===== src/rtl/ivc_pkg.sv =====
package ivc_pkg;
  localparam int NSRC = 11;
  localparam int ID_W = $clog2(NSRC);

  localparam int SL_PWR  = 0;
  localparam int SL_EXT2 = 1;
  localparam int SL_LVL1 = 2;
  localparam int SL_LVL0 = 3;
  localparam int SL_S0TX = 4;
  localparam int SL_S0RX = 5;
  localparam int SL_EXTE = 6;
  localparam int SL_DMA  = 7;
  localparam int SL_S1TX = 8;
  localparam int SL_S1RX = 9;
  localparam int SL_TMR  = 10;

  // slots whose request is sampled directly and never held in a latch
  localparam logic [NSRC-1:0] LEVEL_ONLY = NSRC'((1 << SL_LVL1) | (1 << SL_LVL0));
  // slots that bypass the mask register
  localparam logic [NSRC-1:0] NO_MASK    = NSRC'(1 << SL_PWR);
endpackage


===== src/rtl/ivc_pin_sync.sv =====
module ivc_pin_sync #(
  parameter int N      = 7,
  parameter int STAGES = 2
) (
  input  logic         clk,
  input  logic         rst,
  input  logic [N-1:0] pin_n,
  output logic [N-1:0] act,
  output logic [N-1:0] fall
);
  for (genvar g = 0; g < N; g++) begin : g_pin
    logic [STAGES:0] sh_q;
    always_ff @(posedge clk) begin
      if (rst) sh_q <= '1;
      else     sh_q <= {sh_q[STAGES-1:0], pin_n[g]};
    end
    assign act[g]  = ~sh_q[STAGES-1];
    assign fall[g] = sh_q[STAGES] & ~sh_q[STAGES-1];
  end
endmodule


===== src/rtl/ivc_pend.sv =====
module ivc_pend
  import ivc_pkg::*;
#(
  parameter logic [NSRC-1:0] HOLD_MASK = ~LEVEL_ONLY
) (
  input  logic            clk,
  input  logic            rst,
  input  logic [NSRC-1:0] set_ev,
  input  logic [NSRC-1:0] lvl_act,
  input  logic [NSRC-1:0] ack_clr,
  input  logic            fc_we,
  input  logic [NSRC-1:0] fc_set,
  input  logic [NSRC-1:0] fc_clr,
  output logic [NSRC-1:0] pend
);
  logic [NSRC-1:0] latch_q;
  logic [NSRC-1:0] frc_s, frc_c;

  assign frc_s = fc_we ? fc_set : '0;
  assign frc_c = fc_we ? fc_clr : '0;

  always_ff @(posedge clk) begin
    if (rst) latch_q <= '0;
    else     latch_q <= ((latch_q & ~ack_clr) | set_ev | frc_s) & ~frc_c & HOLD_MASK;
  end

  assign pend = latch_q | lvl_act;

  AST_FC_CLEAR_WINS: assert property (@(posedge clk) disable iff (rst)
    fc_we |=> ((latch_q & $past(fc_clr)) == '0));
endmodule


===== src/rtl/ivc_select.sv =====
module ivc_select
  import ivc_pkg::*;
(
  input  logic            clk,
  input  logic            rst,
  input  logic [NSRC-1:0] pend,
  input  logic [NSRC-1:0] mask,
  input  logic            gate_open,
  input  logic            nest_en,
  input  logic [NSRC-1:0] isr,
  output logic            hit,
  output logic [ID_W-1:0] id
);
  logic [NSRC-1:0] elig;

  always_comb begin
    logic busy;
    logic allow;
    busy = 1'b0;
    for (int i = 0; i < NSRC; i++) begin
      busy    = busy | isr[i];
      allow   = nest_en ? ~busy : ~|isr;
      elig[i] = pend[i] & (mask[i] | NO_MASK[i]) & gate_open & allow;
    end
  end

  always_comb begin
    hit = 1'b0;
    id  = '0;
    for (int i = NSRC - 1; i >= 0; i--) begin
      if (elig[i]) begin
        hit = 1'b1;
        id  = ID_W'(i);
      end
    end
  end

  AST_PICK_ELIGIBLE: assert property (@(posedge clk) disable iff (rst)
    hit |-> (pend[id] && (gate_open == 1'b1)));
endmodule


===== src/rtl/irq_vector_ctrl.sv =====
module irq_vector_ctrl
  import ivc_pkg::*;
#(
  parameter int VEC_W       = 14,
  parameter int VEC_STEP    = 4,
  parameter int MAX_DEPTH   = 12,
  parameter int SYNC_STAGES = 2,
  localparam int DEPTH_W    = $clog2(MAX_DEPTH + 1),
  localparam int NPIN       = 7
) (
  input  logic               clk,
  input  logic               rst,
  input  logic [2:0]         ext_sel_n,
  input  logic [1:0]         ext_lvl_n,
  input  logic               ext_edge_n,
  input  logic               pdown_n,
  input  logic [5:0]         periph_req,
  input  logic               mask_we,
  input  logic [NSRC-1:0]    mask_wdata,
  input  logic               ctrl_we,
  input  logic [3:0]         ctrl_wdata,
  input  logic               fc_we,
  input  logic [NSRC-1:0]    fc_set,
  input  logic [NSRC-1:0]    fc_clr,
  input  logic               gie_set,
  input  logic               gie_clr,
  input  logic               ack,
  input  logic               rti,
  output logic               irq_valid,
  output logic [VEC_W-1:0]   irq_vector,
  output logic               stk_push,
  output logic               stk_pop,
  output logic [DEPTH_W-1:0] nest_depth
);
  logic [NPIN-1:0] pin_n_all, pin_act, pin_fall;
  logic [NSRC-1:0] mask_q, isr_q, isr_nx, set_ev, lvl_act, ack_clr, pop_bit, pend;
  logic [3:0]      ctrl_q;
  logic            gie_q, blank_q, valid_q, push_q, pop_q;
  logic [ID_W-1:0] id_q, sel_id;
  logic [VEC_W-1:0] vec_q, vec_nx;
  logic [DEPTH_W-1:0] depth_q;
  logic            hit, hit_ok, acc, do_pop, room;
  logic [2:0]      lvl_sel;

  assign pin_n_all = {pdown_n, ext_edge_n, ext_lvl_n, ext_sel_n};
  assign lvl_sel   = ctrl_q[2:0];

  ivc_pin_sync #(.N(NPIN), .STAGES(SYNC_STAGES)) u_sync (
    .clk(clk), .rst(rst), .pin_n(pin_n_all), .act(pin_act), .fall(pin_fall)
  );

  // pin order: 0..2 selectable, 3..4 level-only, 5 edge-only, 6 power-down
  always_comb begin
    set_ev          = '0;
    lvl_act         = '0;
    set_ev[SL_PWR]  = pin_fall[6];
    set_ev[SL_EXT2] = pin_fall[2] & ~lvl_sel[2];
    set_ev[SL_S0TX] = periph_req[0];
    set_ev[SL_S0RX] = periph_req[1];
    set_ev[SL_EXTE] = pin_fall[5];
    set_ev[SL_DMA]  = periph_req[2];
    set_ev[SL_S1TX] = periph_req[3] | (pin_fall[1] & ~lvl_sel[1]);
    set_ev[SL_S1RX] = periph_req[4] | (pin_fall[0] & ~lvl_sel[0]);
    set_ev[SL_TMR]  = periph_req[5];
    lvl_act[SL_EXT2] = pin_act[2] & lvl_sel[2];
    lvl_act[SL_LVL1] = pin_act[4];
    lvl_act[SL_LVL0] = pin_act[3];
    lvl_act[SL_S1TX] = pin_act[1] & lvl_sel[1];
    lvl_act[SL_S1RX] = pin_act[0] & lvl_sel[0];
  end

  assign room   = depth_q < DEPTH_W'(MAX_DEPTH);
  assign acc    = ack & valid_q & room;
  assign do_pop = rti & (|isr_q);

  always_comb begin
    ack_clr = '0;
    if (acc) ack_clr[id_q] = 1'b1;
  end

  always_comb begin
    pop_bit = '0;
    for (int i = NSRC - 1; i >= 0; i--) begin
      if (isr_q[i]) begin
        pop_bit    = '0;
        pop_bit[i] = 1'b1;
      end
    end
    if (!do_pop) pop_bit = '0;
  end

  assign isr_nx = (isr_q & ~pop_bit) | ack_clr;

  ivc_pend u_pend (
    .clk(clk), .rst(rst), .set_ev(set_ev), .lvl_act(lvl_act), .ack_clr(ack_clr),
    .fc_we(fc_we), .fc_set(fc_set), .fc_clr(fc_clr), .pend(pend)
  );

  ivc_select u_sel (
    .clk(clk), .rst(rst), .pend(pend), .mask(mask_q), .gate_open(gie_q & ~blank_q),
    .nest_en(ctrl_q[3]), .isr(isr_q), .hit(hit), .id(sel_id)
  );

  assign hit_ok = hit & room;
  assign vec_nx = (sel_id == '0) ? VEC_W'(NSRC * VEC_STEP)
                                 : VEC_W'(int'(sel_id) * VEC_STEP);

  always_ff @(posedge clk) begin
    if (rst) begin
      mask_q  <= '0;
      ctrl_q  <= '0;
      gie_q   <= 1'b1;
      blank_q <= 1'b0;
      isr_q   <= '0;
      depth_q <= '0;
      valid_q <= 1'b0;
      id_q    <= '0;
      vec_q   <= '0;
      push_q  <= 1'b0;
      pop_q   <= 1'b0;
    end else begin
      if (mask_we) mask_q <= mask_wdata;
      blank_q <= mask_we;
      if (ctrl_we) ctrl_q <= ctrl_wdata;
      if (gie_clr)      gie_q <= 1'b0;
      else if (gie_set) gie_q <= 1'b1;
      isr_q <= isr_nx;
      case ({acc, do_pop})
        2'b10:   depth_q <= depth_q + DEPTH_W'(1);
        2'b01:   depth_q <= depth_q - DEPTH_W'(1);
        default: depth_q <= depth_q;
      endcase
      push_q  <= acc;
      pop_q   <= do_pop;
      valid_q <= hit_ok & ~(ack & valid_q);
      if (hit_ok) begin
        id_q  <= sel_id;
        vec_q <= vec_nx;
      end
    end
  end

  assign irq_valid  = valid_q;
  assign irq_vector = vec_q;
  assign stk_push   = push_q;
  assign stk_pop    = pop_q;
  assign nest_depth = depth_q;

  AST_BLANK_GAP: assert property (@(posedge clk) disable iff (rst)
    mask_we |-> ##2 !irq_valid);
  AST_ACK_DROP: assert property (@(posedge clk) disable iff (rst)
    (ack && irq_valid) |=> (!irq_valid && stk_push));
  AST_DEPTH_LIMIT: assert property (@(posedge clk) disable iff (rst)
    nest_depth <= DEPTH_W'(MAX_DEPTH));
  AST_DEPTH_TRACK: assert property (@(posedge clk) disable iff (rst)
    nest_depth == DEPTH_W'($countones(isr_q)));
  AST_GIE_BLOCK: assert property (@(posedge clk) disable iff (rst)
    (!gie_q && $past(!gie_q)) |-> !irq_valid);
  AST_NEST_BLOCK: assert property (@(posedge clk) disable iff (rst)
    (!ctrl_q[3] && nest_depth != '0 && $past(!ctrl_q[3] && nest_depth != '0)) |-> !irq_valid);
  AST_POP_NONEMPTY: assert property (@(posedge clk) disable iff (rst)
    stk_pop |-> ($past(nest_depth) != '0));
endmodule


===== config.mk =====
export PLATFORM = sky130hd
export DESIGN_NAME = irq_vector_ctrl
export DESIGN_NICKNAME = d
export VERILOG_FILES = /design/src/rtl/ivc_pkg.sv /design/src/rtl/ivc_pin_sync.sv /design/src/rtl/ivc_pend.sv /design/src/rtl/ivc_select.sv /design/src/rtl/irq_vector_ctrl.sv
export SDC_FILE = /design/constraint.sdc
export NUM_CORES = 1
export LEC_CHECK = 0
export ABC_AREA = 1
export BUFFER_PORTS_ARGS = -buffer_cell sky130_fd_sc_hd__buf_2
export CAP_MARGIN = 25
export CORE_MARGIN = 2
export CORE_UTILIZATION = 35
export CTS_CLUSTER_DIAMETER = 100
export DETAILED_ROUTE_END_ITERATION = 10
export GPL_TIMING_DRIVEN = 0
export HOLD_SLACK_MARGIN = 0.02
export PLACE_DENSITY_LB_ADDON = 0.12
export SYNTH_ARGS = -nofsm -noshare
export SYNTH_HDL_FRONTEND = slang
export SYNTH_SLANG_ARGS = --single-unit
export TNS_END_PERCENT = 5

===== constraint.sdc =====
create_clock -name clk -period 2.1 [get_ports clk]
set_input_delay 0.315 -clock clk [delete_from_list [all_inputs] [get_ports clk]]
set_output_delay 0.315 -clock clk [all_outputs]
set_load 0.05 [all_outputs]

# After elaboration in Yosys (flattened, before gate mapping)
# Cells that the tools add are included.
# word_totals
ff_bits	83
output_inout_bits	21
# classes
n_addsub	2
n_lt_le_gt_ge	3
n_eq_ne	2
muxes	54
bitwise_logic	94
reduce_logical	6
# ops
op	n
$mux W11	15
$and A1 B1 Y1	49
$mux W4	11
$and A11 B11 Y11	3
$not A11 Y11	3
$or A11 B11 Y11	3
$mux W1	25
$not A1 Y1	23
$or A1 B1 Y1	12
$or A11 B10 Y11	1
$reduce_or A11 Y1	1
$pmux W4 S2	1
$mux W6	1
$lt A4 B5 Y1 const B	1
$add A4 B1 Y4 const B	1
$demux W1 S4	1
$ge A4 B1 Y1 const B	1
$logic_not A4 Y1	1
$lt A4 B4 Y1 const B	1
$reduce_bool A2 Y1	2
$sub A4 B1 Y4 const B	1
$eq A2 B1 Y1 const B	1
$eq A2 B2 Y1 const B	1
$logic_and A1 B1 Y1	1
$logic_not A1 Y1	1

# Longest topological paths before layout
# Gate-level depths: netlist (run 1).
# depth
depth_word	26
ltp_mapped	19
ltp_nobuf	18

# Hierarchy
# Synthesis (run 1) repeated with hierarchy kept, for this count alone.
# unflattened
cells_unflattened	509
hier_area_um2	3631.0
# by_module_without_submodules
mod	instances	cells_per_inst	area_per_inst_um2	seq_area_each_um2
irq_vector_ctrl	1	261	2006.9	860.8
ivc_pin_sync	1	80	656.9	420.4
ivc_pend	1	100	580.6	180.2
ivc_select	1	68	386.6	0.0

# Least setup slack after synthesis (run 1)
# OpenSTA, ideal clock, no wires.
# synth_path
path_kind	register -> register
start	register depth_q[3], in the netlist nest_depth[3]
end	register depth_q[3], in the netlist nest_depth[3]
t_arrival_ns	2.149
path_slack_ns	-0.120
path_stages_with_launch	11
period_less_slack_ns	2.220
cell_sequence	dfxtp_1 -> nand2_1 -> nand2_1 -> ha_1 -> ha_1 -> nand2_1 -> nor2_1 -> a211oi_1 -> xor2_1 -> nand2_1 -> a21oi_1
# synth_between
elab_chain_len	4
word_cells_on_any_way	8
cone_classes	add/sub: 2; order compare: 1; eq/ne: 2; mux: 1; bitwise: 1; reduce/logical: 1
# synth_rtl
element	line_no	text
start, declared	irq_vector_ctrl.sv:41	logic [DEPTH_W-1:0] depth_q;
start signal, assigned	irq_vector_ctrl.sv:129	2'b10: depth_q <= depth_q + DEPTH_W'(1);
start signal, assigned	irq_vector_ctrl.sv:130	2'b01: depth_q <= depth_q - DEPTH_W'(1);
start signal, assigned	irq_vector_ctrl.sv:131	default: depth_q <= depth_q;
$lt A4 B4 Y1	irq_vector_ctrl.sv:72	assign room = depth_q < DEPTH_W'(MAX_DEPTH);
$and A1 B1 Y1	irq_vector_ctrl.sv:73	assign acc = ack & valid_q & room;
$eq A2 B1 Y1 or $eq A2 B2 Y1 (tied branches)	irq_vector_ctrl.sv:128	case ({acc, do_pop})
$pmux W4 S2 or $reduce_bool A2 Y1 (tied branches)	-	
# Several ways; a longest one is shown, not always the timed one.
# A chain may end at the register's enable or synchronous reset.

# Final worst setup path (run 1)
# layout_path
start	register isr_q[0]
end	register depth_q[3], in the netlist nest_depth[3]
# layout_between
elab_chain_len	4
word_cells_on_any_way	6
cone_classes	eq/ne: 2; mux: 1; bitwise: 1; reduce/logical: 2
# layout_rtl
element	line_no	text
start, declared	irq_vector_ctrl.sv:36	logic [NSRC-1:0] mask_q, isr_q, isr_nx, set_ev, lvl_act, ack_clr, pop_bit, pend;
start signal, assigned	irq_vector_ctrl.sv:127	isr_q <= isr_nx;
$reduce_or A11 Y1 (*)	irq_vector_ctrl.sv:74	assign do_pop = rti & (|isr_q);
$and A1 B1 Y1 (*)	irq_vector_ctrl.sv:74	
via do_pop	irq_vector_ctrl.sv:42	logic hit, hit_ok, acc, do_pop, room;
$eq A2 B1 Y1 or $eq A2 B2 Y1 (tied branches)	irq_vector_ctrl.sv:128	
$pmux W4 S2 or $reduce_bool A2 Y1 (tied branches)	-	
# Mark *: on every way through the listed nets, which the timed path passes. The rest lies on a longest branch.

==> impl_results.md, run 1 <==
- Pre-CTS WS: -352 ps
- Clk_skew: 11.8 ps
- Clock Tree Buf Depth: 2
- Cell Chain, Critical Path: nor2_4 > nand2_4 > nor2_8 > nand2_4 > inv_2 > nor2_4 > ha_4 > ha_4 > nand2_1 > nor2_1 > a211oi_2 > xor2_1 > nand2_1 > a21oi_1
- Die Area: 9690 sq um
- Worst slew margin: 0.597
- Synth warnings: 0
- Final Hold Viols: 0
- Largest net degree at the start of global routing: 14
- DRT Pass-1 Iters: 6
- # DRC: 0
- Final worst setup slack: 45.8 ps
- Routed WL: 7730 um
- CP max-delay cell: dfxtp_4
- Wire per inst: 12.9 um
- Worst-Skew Late Latency: 350 ps
- Diodes inserted: 0
- Detail Route Antenna Nets: 0
- Most used flip-flop cell after synthesis: dfxtp_1
- Clock root buffer: clkbuf_8
- Layout area overhead: 26.3%
- Tcrit/Tclk final: 0.978
- Final setup violating endpoints: 0
- Initial antenna violation count: 0
- Pwr Total: 3.21 mW
- Worst Path Required: 2360 ps
- Crit Path Class: register to register
- CTS tree: done
- CTS Sinks: 69
- Max FO, Critical Path: 4
- Critical path startpoint category: register
- Unique masters post-synth: 39
- Share of the synthesized area in the top cell type: 0.443
- Placed Instances: 575
- Final Wtd Congestion: 0.842
- Seq/Total Area, Yosys: 0.443
- EDFF count, synth: 0
- Finished Core Util: 0.454
- FFs w/ async S/R, synth: 0
- Layout Cells excl Fill: 598
- Final min period: 2050 ps
- Max incr delay on CP: 360 ps
- DR vias/cell: 4.61
- Slew Limit Fails: 0
- First-pass GRT wire length: 12,600 um
- Hpwl dp: 6030 um
- Core area: 8680 sq um
- MaxCap Viol Count: 0
- WP data arrival: 2320 ps
- Syn Area/Cell: 7.86 sq um
- # nets final: 548
- Least-Margin Pin Slew: 605 ps
- GR Util All Layers: 0.167
- Vias in the first global route: 2,621
- Worst hold path class: primary input to register
- DR iter-0 viols: 83
- Num CTS Buffers: 9
- Top cell type by total area after synthesis: dfxtp_1
- Hold Buf Count CTS: 0
- Die height: 98.4 um
- Unrepaired setup endpoints after global routing: true
- Synth top area cells: dfxtp_1 44%, nand2_1 8.1%, nor2_1 6.4%
- Worst vdd ir: 0.000380 V
- Site Rows: 34
- Syn Inst Count: 397
- Worst-path clk slew: 80 ps
- Fillers: 918
- Starting Density: 0.360
- Outcome: complete, no violations
- I/O pins: 80
- Leakage: 1.76 nW
- Number of synthesized register bits: 69
- R2r setup slk: 50 ps
- H-tree depth: 3
- Peak Freq: 487 MHz
- Die W: 98.4 um
- Layout cells sized above 1: 0.310
- # port buffers: 61
- Vias: 2,759
- Total congestion overflow: 0
- Mapped Area: 3120 sq um
- Crit path capture type: register
- Pwr dens: 814 nW/um^2
==> cell usage in the layout, fill, tap and decap left out, types with 4 or more instances in the layout <==
cell	netlist	routed
nand2_1	67	67
dfxtp_1	69	63
buf_2	0	61
nor2_1	53	49
inv_1	35	34
a21oi_1	27	27
o21ai_0	27	27
buf_4	11	18
or2_2	16	16
clkbuf_8	1	11
nand3_1	11	11
clkbuf_1	10	10
conb_1	1	10
a211oi_1	10	9
a221oi_1	8	8
nor2_4	2	6
nand2_4	5	5
inv_2	4	5
dfxtp_2	0	5
o211ai_1	4	4
nand2_2	4	4
==> power breakdown <==
part           switching, mW  internal (mW)
combinational          0.408          0.228
sequential            0.0574           1.39
clock                  0.535          0.586
total                   1.00           2.21
==> kinds of logic (layout without fill, tap and decap cells) <==
logic type / after synthesis / after routing / share of synthesized area
buf+inv: 63 / 147 / 0.0974
simple gates: 173 / 173 / 0.268
compound gates: 84 / 84 / 0.164
other cells: 1 / 10 / 0.00120
flops: 69 / 69 / 0.443
fa+ha+maj: 4 / 4 / 0.0184
xor+xnor: 3 / 3 / 0.00842
==> cell usage after synthesis, drive strengths merged, types with 2 or more instances <==
cell	instances
a211oi	10
a21oi	27
a221oi	8
and2	2
buf	13
clkbuf	11
dfxtp	69
ha	3
inv	39
nand2	76
nand3	11
nand4	5
nor2	57
nor3	5
o211ai	6
o21ai	30
or2	16
xnor2	2
==> state kept, by name, indices dropped and copies added (netlist names), 3 cells and up <==
| register | cells |
|---|---|
| isr_q | 11 |
| mask_q | 10 |
| nest_depth | 4 |
| u_pend.latch_q | 9 |
| ctrl_q | 4 |
| u_sync.g_pin.sh_q | 19 |
| irq_vector | 3 |
| id_q | 4 |
==> routing by layer <==
| layer | track usage | wire (um) |
|---|---|---|
| met1 | 0.215 | 3610 |
| met2 | 0.274 | 3670 |
| met3 | 0.0461 | 348 |
| met4 | 0.0506 | 102 |
| met5 | 0 | 0 |
==> worst max-delay path: cells and delay by family (launching register included) <==
family	cells	cell delay, ps
AOI/OAI and AO/OA	2	360
xor gates and xnor gates	1	160
adders and majority gates	2	420
buffers and inverters	1	60
DFF	1	360
and+or+nand+nor	8	590
==> path summary, 6_finish.rpt <==
check                               start                      end  cells past startpoint
setup / recovery                 isr_q[0]            nest_depth[3]                     14
hold / removal                  fc_clr[4]        u_pend.latch_q[4]                      2
setup reg to reg                 isr_q[0]            nest_depth[3]                     14
hold reg to reg   u_sync.g_pin[1].sh_q[0]  u_sync.g_pin[1].sh_q[1]                      1
==> stage by stage <==
step / setup TNS (ps) / hold slack [ps] / cell area (sq um)
floorplan: 0 / 389 / 3160
global placement: -689 / 394 / 3600
detailed placement: -721 / 395 / 3600
CTS: 0 / 129 / 3870
global route: -239 / 118 / 3940
finish: 0 / 142 / 3940
==> area by class of cell <==
type                       count  area, sq um  area share
tap                          108          135      0.0343
clock inverter                 6         70.1      0.0178
timing repair buffer          68          358      0.0908
multi-input combinational    274         1550       0.392
buffer                        24          158      0.0400
inverter                      39          146      0.0371
clock buffer                  10          138      0.0349
sequential                    69         1390       0.353
==> what timing repair did <==
action,4_1_cts,5_1_grt
buffers inserted,2,5
resized for setup,9,9
pin swaps,2,10
setup endpoints to repair,3,7
(Power assumes the default switching activity.)
==> inputs of run 2 (changes only) <==
- SETUP_SLACK_MARGIN: unset -> 0.4
- SYNTH_HIERARCHICAL: unset -> 1
==> run 2 against run 1 <==
  * The run now ends with setup timing left
  * Register-to-register slack worse by 70 ps
  * Synthesized cell count up 25%
  * Area after synthesis up 13%
  * Sequential share of layout area down 4.9 points
  * Final cell count up 26%
  * Via count up 18%
  * Design area up 20%
  * Critical path depth unchanged
  * Worst hold slack worse by 6.5 ps
  * Non-clock buffer count up 24
  * Critical endpoint is now irq_vector[3]
  * Largest cell class unchanged
==> impl_results.md, run 2 <==
- Outcome: finished with violations (was complete, no violations)
- Failing checks: setup timing
- Synth warnings: 6 (was 0)
- Cell Chain, Critical Path: nor2_4 > nand2_4 > nor2_4 > nand2_2 > a21oi_4 > nand4_1 > nand2_1 > nor2_2 > nand4_1 > buf_4 > nand2_4 > buf_6 > nor2_4 > a211oi_2 (was nor2_4 > nand2_4 > nor2_8 > nand2_4 > inv_2 > nor2_4 > ha_4 > ha_4 > nand2_1 > nor2_1 > a211oi_2 > xor2_1 > nand2_1 > a21oi_1)
- Largest registers: u_sync/g_pin.sh_q: 19 flops, isr_q: 11 flops, mask_q: 10 flops (was u_sync.g_pin.sh_q: 19 flops, isr_q: 11 flops, mask_q: 10 flops)
- Setup TNS Final: -68.2 ps (was 0 ps)
- Mapped Area: 3540 sq um (was 3120 sq um)
- Critical path startpoint category: register (unchanged)
- Num CTS Buffers: 9 (unchanged)
- Peak Freq: 470 MHz (was 487 MHz)
- Most common cell after layout, fill and taps aside: nor2_1 (was nand2_1)
- Final worst setup slack: -27.7 ps (was 45.8 ps)
- Routed WL: 8610 um (was 7730 um)
- Largest register by flop count: u_sync/g_pin.sh_q (was u_sync.g_pin.sh_q)
- Die W: 105 um (was 98.4 um)
- Seq. cell area: 1440 sq um (was 1390 sq um)
- Fillers: 1,015 (was 918)
- Worst slew margin: 0.554 (was 0.597)
- Final min period: 2130 ps (was 2050 ps)
- WP data arrival: 2340 ps (was 2320 ps)
- Crit path capture type: register (unchanged)
- Worst-Skew Late Latency: 340 ps (was 350 ps)
- Syn Inst Count: 497 (was 397)
- Max incr delay on CP: 370 ps (was 360 ps)
- Final setup violating endpoints: 3 (was 0)
- DR iter-0 viols: 79 (was 83)
- # port buffers: 63 (was 61)
- Worst-path clk slew: 80 ps (about the same)
- Dpl cell area: 4120 sq um (was 3600 sq um)
- Worst vdd ir: 0.000358 V (was 0.000380 V)
- Vias: 3,267 (was 2,759)
- Clk_skew: 8.51 ps (was 11.8 ps)
- # DRC: 0 (unchanged)
- MaxCap Viol Count: 0 (unchanged)
- Syn Area/Cell: 7.11 sq um (was 7.86 sq um)
- Final Wtd Congestion: 0.842 (about the same)
- Layout area overhead: 33.9% (was 26.3%)
- Starting Density: 0.362 (was 0.360)
- R2r setup slk: -30 ps (was 50 ps)
- Most frequent cells in the layout: 89 x nor2_1, 81 x nand2_1, 80 x inv_1 (was 67 x nand2_1, 63 x dfxtp_1, 61 x buf_2)
- Crit path top cell by count: nor2_4
- Core area: 9770 sq um (was 8680 sq um)
- Clock root buffer: clkbuf_8 (unchanged)
- Hold Slack: 135 ps (was 142 ps)
- Total congestion overflow: 0 (unchanged)
- Unrepaired setup endpoints after global routing: true (unchanged)
- Die Area: 10,900 sq um (was 9690 sq um)
- Vias in the first global route: 3,004 (was 2,621)
- WHS Path Cells: 3 (was 2)
- Largest net degree at the start of global routing: 14 (unchanged)
- Hpwl dp: 6320 um (was 6030 um)
- CP max-delay cell: dfxtp_4 (unchanged)
- DRT Pass-1 Iters: 4 (was 6)
- Least-Margin Pin Slew: 669 ps (was 605 ps)
- Wire per inst: 11.4 um (was 12.9 um)
- Pwr dens: 799 nW/um^2 (was 814 nW/um^2)
- Final Hold Viols: 0 (unchanged)
- Max FO, Critical Path: 7 (was 4)
- Layout cells sized above 1: 0.352 (was 0.310)
- CTS tree: done (unchanged)
- Finished Core Util: 0.485 (was 0.454)
- GR Util All Layers: 0.159 (was 0.167)
- Initial antenna violation count: 0 (unchanged)
- First-pass GRT wire length: 13,900 um (was 12,600 um)
- # nets final: 678 (was 548)
- Placed Instances: 708 (was 575)
- Diodes inserted: 0 (unchanged)
- DR vias/cell: 4.34 (was 4.61)
- Detail Route Antenna Nets: 0 (unchanged)
- CTS Sinks: 70 (was 69)
- Crit Path Class: register to register (unchanged)
- Worst hold path class: primary input to register (unchanged)
- Hold Buf Count CTS: 0 (unchanged)
- H-tree depth: 3 (unchanged)
- Slew Limit Fails: 0 (unchanged)
- Post-route cell area: 4740 sq um (was 3940 sq um)
- Number of flip-flops in the largest register: 19 (unchanged)
- Site Rows: 36 (was 34)
- Worst-case reg-to-reg path depth: 14 (unchanged)
- Leakage: 2.44 nW (was 1.76 nW)
- Worst Path Required: 2310 ps (was 2360 ps)
- I/O pins: 80 (unchanged)
- Clock Tree Buf Depth: 2 (unchanged)
- Tcrit/Tclk final: 1.01 (was 0.978)
- Layout Cells excl Fill: 753 (was 598)
- Die height: 105 um (was 98.4 um)
- Multi-input logic area: 1860 sq um (was 1550 sq um)
run 2: critical path, delay by kind of cell (launching register included):
family	cells	cell delay [ps]
AO/OA/AOI/OAI	2	340
buffers and inverters	2	280
flip-flops	1	370
AND/OR/NAND/NOR	10	1000
run 2: stage by stage:
| step | power (mW) | setup WS, ps |
|---|---|---|
| 5_1_grt | 4.00 | -181 |
| 2_1_floorplan | 2.20 | 178 |
| 3_3_place_gp | 2.40 | -169 |
| 4_1_cts | 3.71 | -37.8 |
| 3_5_place_dp | 2.41 | -172 |
| 6_report | 3.78 | -27.7 |
run 2: path summary, 6_finish.rpt:
| kind | start | to |
|---|---|---|
| worst max-delay path | isr_q[1] | irq_vector[3] |
| worst min-delay path | ext_edge_n | u_sync/g_pin[5].sh_q[0] |
| worst min register to register | u_sync/g_pin[1].sh_q[0] | u_sync/g_pin[1].sh_q[1] |
| worst max register to register | isr_q[1] | irq_vector[3] |
run 2: layer usage:
layer	vias up	share of wire	global-route usage
li1	1736	-	-
met1	1460	0.46	0.191
met2	60	0.48	0.275
met3	11	0.034	0.0363
met4	0	0.020	0.0589
met5	-	0	0
run 2: where the power goes:
part           total (mW)  switching, mW  internal (mW)
Combinational        1.10          0.656          0.448
Sequential           1.50         0.0734           1.43
Clock                1.18          0.543          0.632
Total                3.78           1.27           2.51
run 2: area by class of cell:
cell class	count	share of cell area
tap	133	0.0351
buffer	24	0.0373
timing repair buffer	92	0.114
sequential	70	0.304
clock inverter	5	0.0135
inverter	88	0.0711
clock buffer	11	0.0322
multi-input combinational	330	0.393
run 2: timing repair:
item / in CTS / in global routing
setup endpoints to repair: 13 / 13
resized for setup: 38 / 20
pin swaps: 19 / 21
setup buffers: 14 / 15
endpoints found under the hold margin: 0 / 0
==> inputs of run 3 (changes only) <==
- CORE_ASPECT_RATIO: unset -> 0.9
==> run 3 against run 2 <==
  * The flow still finishes with violations (setup timing)
  * Combinational power hardly changed
  * Design area is 1.7% lower
  * Utilization is 0.69 points lower
  * First-iteration DRC count is 53% higher
  * Setup slack worse by 44 ps
  * Final cell count is 2.4% lower
  * Clock skew is 1.1 ps lower
  * Critical path type unchanged
==> impl_results.md, run 3 (same netlist as run 2, synthesis figures left out) <==
- Outcome: finished with violations (unchanged)
- Failing checks: setup timing (unchanged)
- R2r setup slk: -70 ps (was -30 ps)
- Crit Path Class: register to register (unchanged)
- Tcrit/Tclk final: 1.03 (was 1.01)
- Final worst setup slack: -71.5 ps (was -27.7 ps)
- Site Rows: 34 (was 36)
- Final min period: 2170 ps (was 2130 ps)
- Least-Margin Pin Slew: 640 ps (was 669 ps)
- Pre-CTS WS: -186 ps (was -172 ps)
- Reg2reg start: isr_q[1] (unchanged)
- # DRC: 0 (unchanged)
- Final Wtd Congestion: 0.882 (was 0.842)
- Max FO, Critical Path: 5 (was 7)
- Most common cell after layout, fill and taps aside: nor2_1 (unchanged)
- GR Util All Layers: 0.169 (was 0.159)
- Largest net degree at the start of global routing: 15 (was 14)
- Routed WL: 8710 um (was 8610 um)
- # nets final: 667 (was 678)
- Total congestion overflow: 0 (unchanged)
- Critical path origin: isr_q[1] (unchanged)
- Hold Slack: 135 ps (about the same)
- Hold Buf Count CTS: 0 (unchanged)
- Diodes inserted: 0 (unchanged)
- Most frequent cells in the layout: 89 x nor2_1, 82 x inv_1, 81 x nand2_1 (was 89 x nor2_1, 81 x nand2_1, 80 x inv_1)
- Fillers: 1,015 (unchanged)
- Max incr delay on CP: 380 ps (was 370 ps)
- Initial antenna violation count: 0 (unchanged)
- Die Area: 10,900 sq um (about the same)
- Core area: 9740 sq um (was 9770 sq um)
- Worst-case reg-to-reg path depth: 13 (was 14)
- First-pass GRT wire length: 14,100 um (was 13,900 um)
- Worst hold path class: primary input to register (unchanged)
- Critical path startpoint category: register (unchanged)
- Largest registers: u_sync/g_pin.sh_q: 19 flops, isr_q: 11 flops, mask_q: 10 flops (unchanged)
- Worst vdd ir: 0.000386 V (was 0.000358 V)
- Clock root buffer: clkbuf_8 (unchanged)
- Starting Density: 0.363 (was 0.362)
- Clock Tree Buf Depth: 2 (unchanged)
- Layout area overhead: 31.6% (was 33.9%)
- DR iter-0 viols: 121 (was 79)
- Crit path capture type: register (unchanged)
- Vias in the first global route: 3,101 (was 3,004)
- Detail Route Antenna Nets: 0 (unchanged)
- CTS tree: done (unchanged)
- Cell Chain, Critical Path: nor2_4 > nand2_4 > nor2_4 > nand2_2 > a21oi_4 > buf_6 > o2111ai_2 > and2_4 > nand4_1 > buf_4 > nand2_4 > nor2_4 > a211oi_2 (was nor2_4 > nand2_4 > nor2_4 > nand2_2 > a21oi_4 > nand4_1 > nand2_1 > nor2_2 > nand4_1 > buf_4 > nand2_4 > buf_6 > nor2_4 > a211oi_2)
- Hpwl dp: 6520 um (was 6320 um)
- Worst slew margin: 0.574 (was 0.554)
- Die W: 110 um (was 105 um)
- Final setup violating endpoints: 8 (was 3)
- Delay-heaviest family, CP: simple AND/OR/NAND/NOR gates (unchanged)
- Clk_skew: 7.43 ps (was 8.51 ps)
- Slew Limit Fails: 0 (unchanged)
- MaxCap Viol Count: 0 (unchanged)
- Number of flip-flops in the largest register: 19 (unchanged)
- Wire per inst: 11.8 um (was 11.4 um)
- Die height: 99.4 um (was 105 um)
- Worst R2R End: irq_vector[3] (unchanged)
- Layout cells sized above 1: 0.335 (was 0.352)
- Worst-Skew Late Latency: 350 ps (was 340 ps)
- Peak Freq: 461 MHz (was 470 MHz)
- Critical path buffers and inverters: 2 (unchanged)
- Final Hold Viols: 0 (unchanged)
- Largest register by flop count: u_sync/g_pin.sh_q (unchanged)
- DRT Pass-1 Iters: 4 (unchanged)
- H-tree depth: 3 (unchanged)
- DR vias/cell: 4.41 (was 4.34)
- Num CTS Buffers: 9 (unchanged)
- CTS Sinks: 70 (unchanged)
- Worst setup path end: irq_vector[3] (unchanged)
- Leakage: 2.39 nW (was 2.44 nW)
- Unrepaired setup endpoints after global routing: true (unchanged)
- Worst Path Required: 2310 ps (about the same)
- Vias: 3,242 (was 3,267)
- Worst-path clk slew: 80 ps (about the same)
- WP data arrival: 2380 ps (was 2340 ps)
- WP depth: 13 (was 14)
- Pwr Total: 3.73 mW (was 3.78 mW)
- I/O pins: 80 (unchanged)
- Pwr dens: 802 nW/um^2 (was 799 nW/um^2)
- CP max-delay cell: dfxtp_4 (unchanged)
- Crit path top cell by count: nor2_4 (unchanged)
- # port buffers: 63 (unchanged)
-- run 3: cell count changes in the layout (fill, tap and decap cells not counted), sizes merged --
cell / before / now
nand2: 93 / 94
inv: 88 / 90
clkbuf: 16 / 13
buf: 111 / 100
clkinvlp: 2 / 1
clkinv: 2 / 3
-- run 3: per-stage QoR --
step	cell area, sq um	TNS (ps)	std cells	utilization
floorplan	3630	0	512	-
global placement	4110	-925	701	0.422
detailed placement	4110	-1070	701	0.422
CTS	4540	0	732	0.466
global route	4650	-1420	735	0.478
finish	4650	-241	735	0.478
-- run 3: routing by layer --
| layer | track usage | up-vias | wire (um) |
|---|---|---|---|
| met5 | 0 | - | 0 |
| met4 | 0.0574 | 0 | 131 |
| met3 | 0.0406 | 10 | 489 |
| met2 | 0.277 | 76 | 4050 |
| met1 | 0.215 | 1439 | 4040 |
| li1 | - | 1717 | - |
-- run 3: area by class of cell --
cell class                      count  area [sq um]  area share
Clock inverter                      7          78.8      0.0169
Sequential cell                    70          1440       0.309
Inverter                           88           330      0.0710
Tap cell                          126           158      0.0339
Buffer                             24           176      0.0379
Timing Repair Buffer               80           458      0.0984
Multi-Input combinational cell    331          1890       0.407
Clock buffer                        9           124      0.0266
-- run 3: how the worst min path moves through the flow --
stage / to / start / slack [ps] / depth (start not counted)
2_1_floorplan: u_sync/g_pin[0].sh_q[1] / u_sync/g_pin[0].sh_q[0] / 380 / 2
3_3_place_gp: u_sync/g_pin[0].sh_q[1] / u_sync/g_pin[0].sh_q[0] / 390 / 2
3_5_place_dp: u_sync/g_pin[0].sh_q[1] / u_sync/g_pin[0].sh_q[0] / 390 / 2
4_1_cts: u_sync/g_pin[6].sh_q[0] / pdown_n / 120 / 3
5_1_grt: u_sync/g_pin[6].sh_q[0] / pdown_n / 110 / 3
6_report: u_sync/g_pin[6].sh_q[0] / pdown_n / 140 / 3
-- run 3: where the power goes --
group | internal [mW] | switching, mW | total (mW)
registers | 1.43 | 0.0741 | 1.50
logic | 0.422 | 0.673 | 1.10
clock network | 0.562 | 0.568 | 1.13
-- run 3: what timing repair did --
action	4_1_cts	5_1_grt
endpoints found under the setup margin	13	13
gates resized for setup	34	21
gates cloned	1	0
endpoints found under the hold margin	0	0
pin swaps	17	16
setup buffers	14	3
-- run 3: tightest hold or removal path, cell delays in order --
cell	delay [ps]
buf_2	70
inv_1	30
nand2_1	40
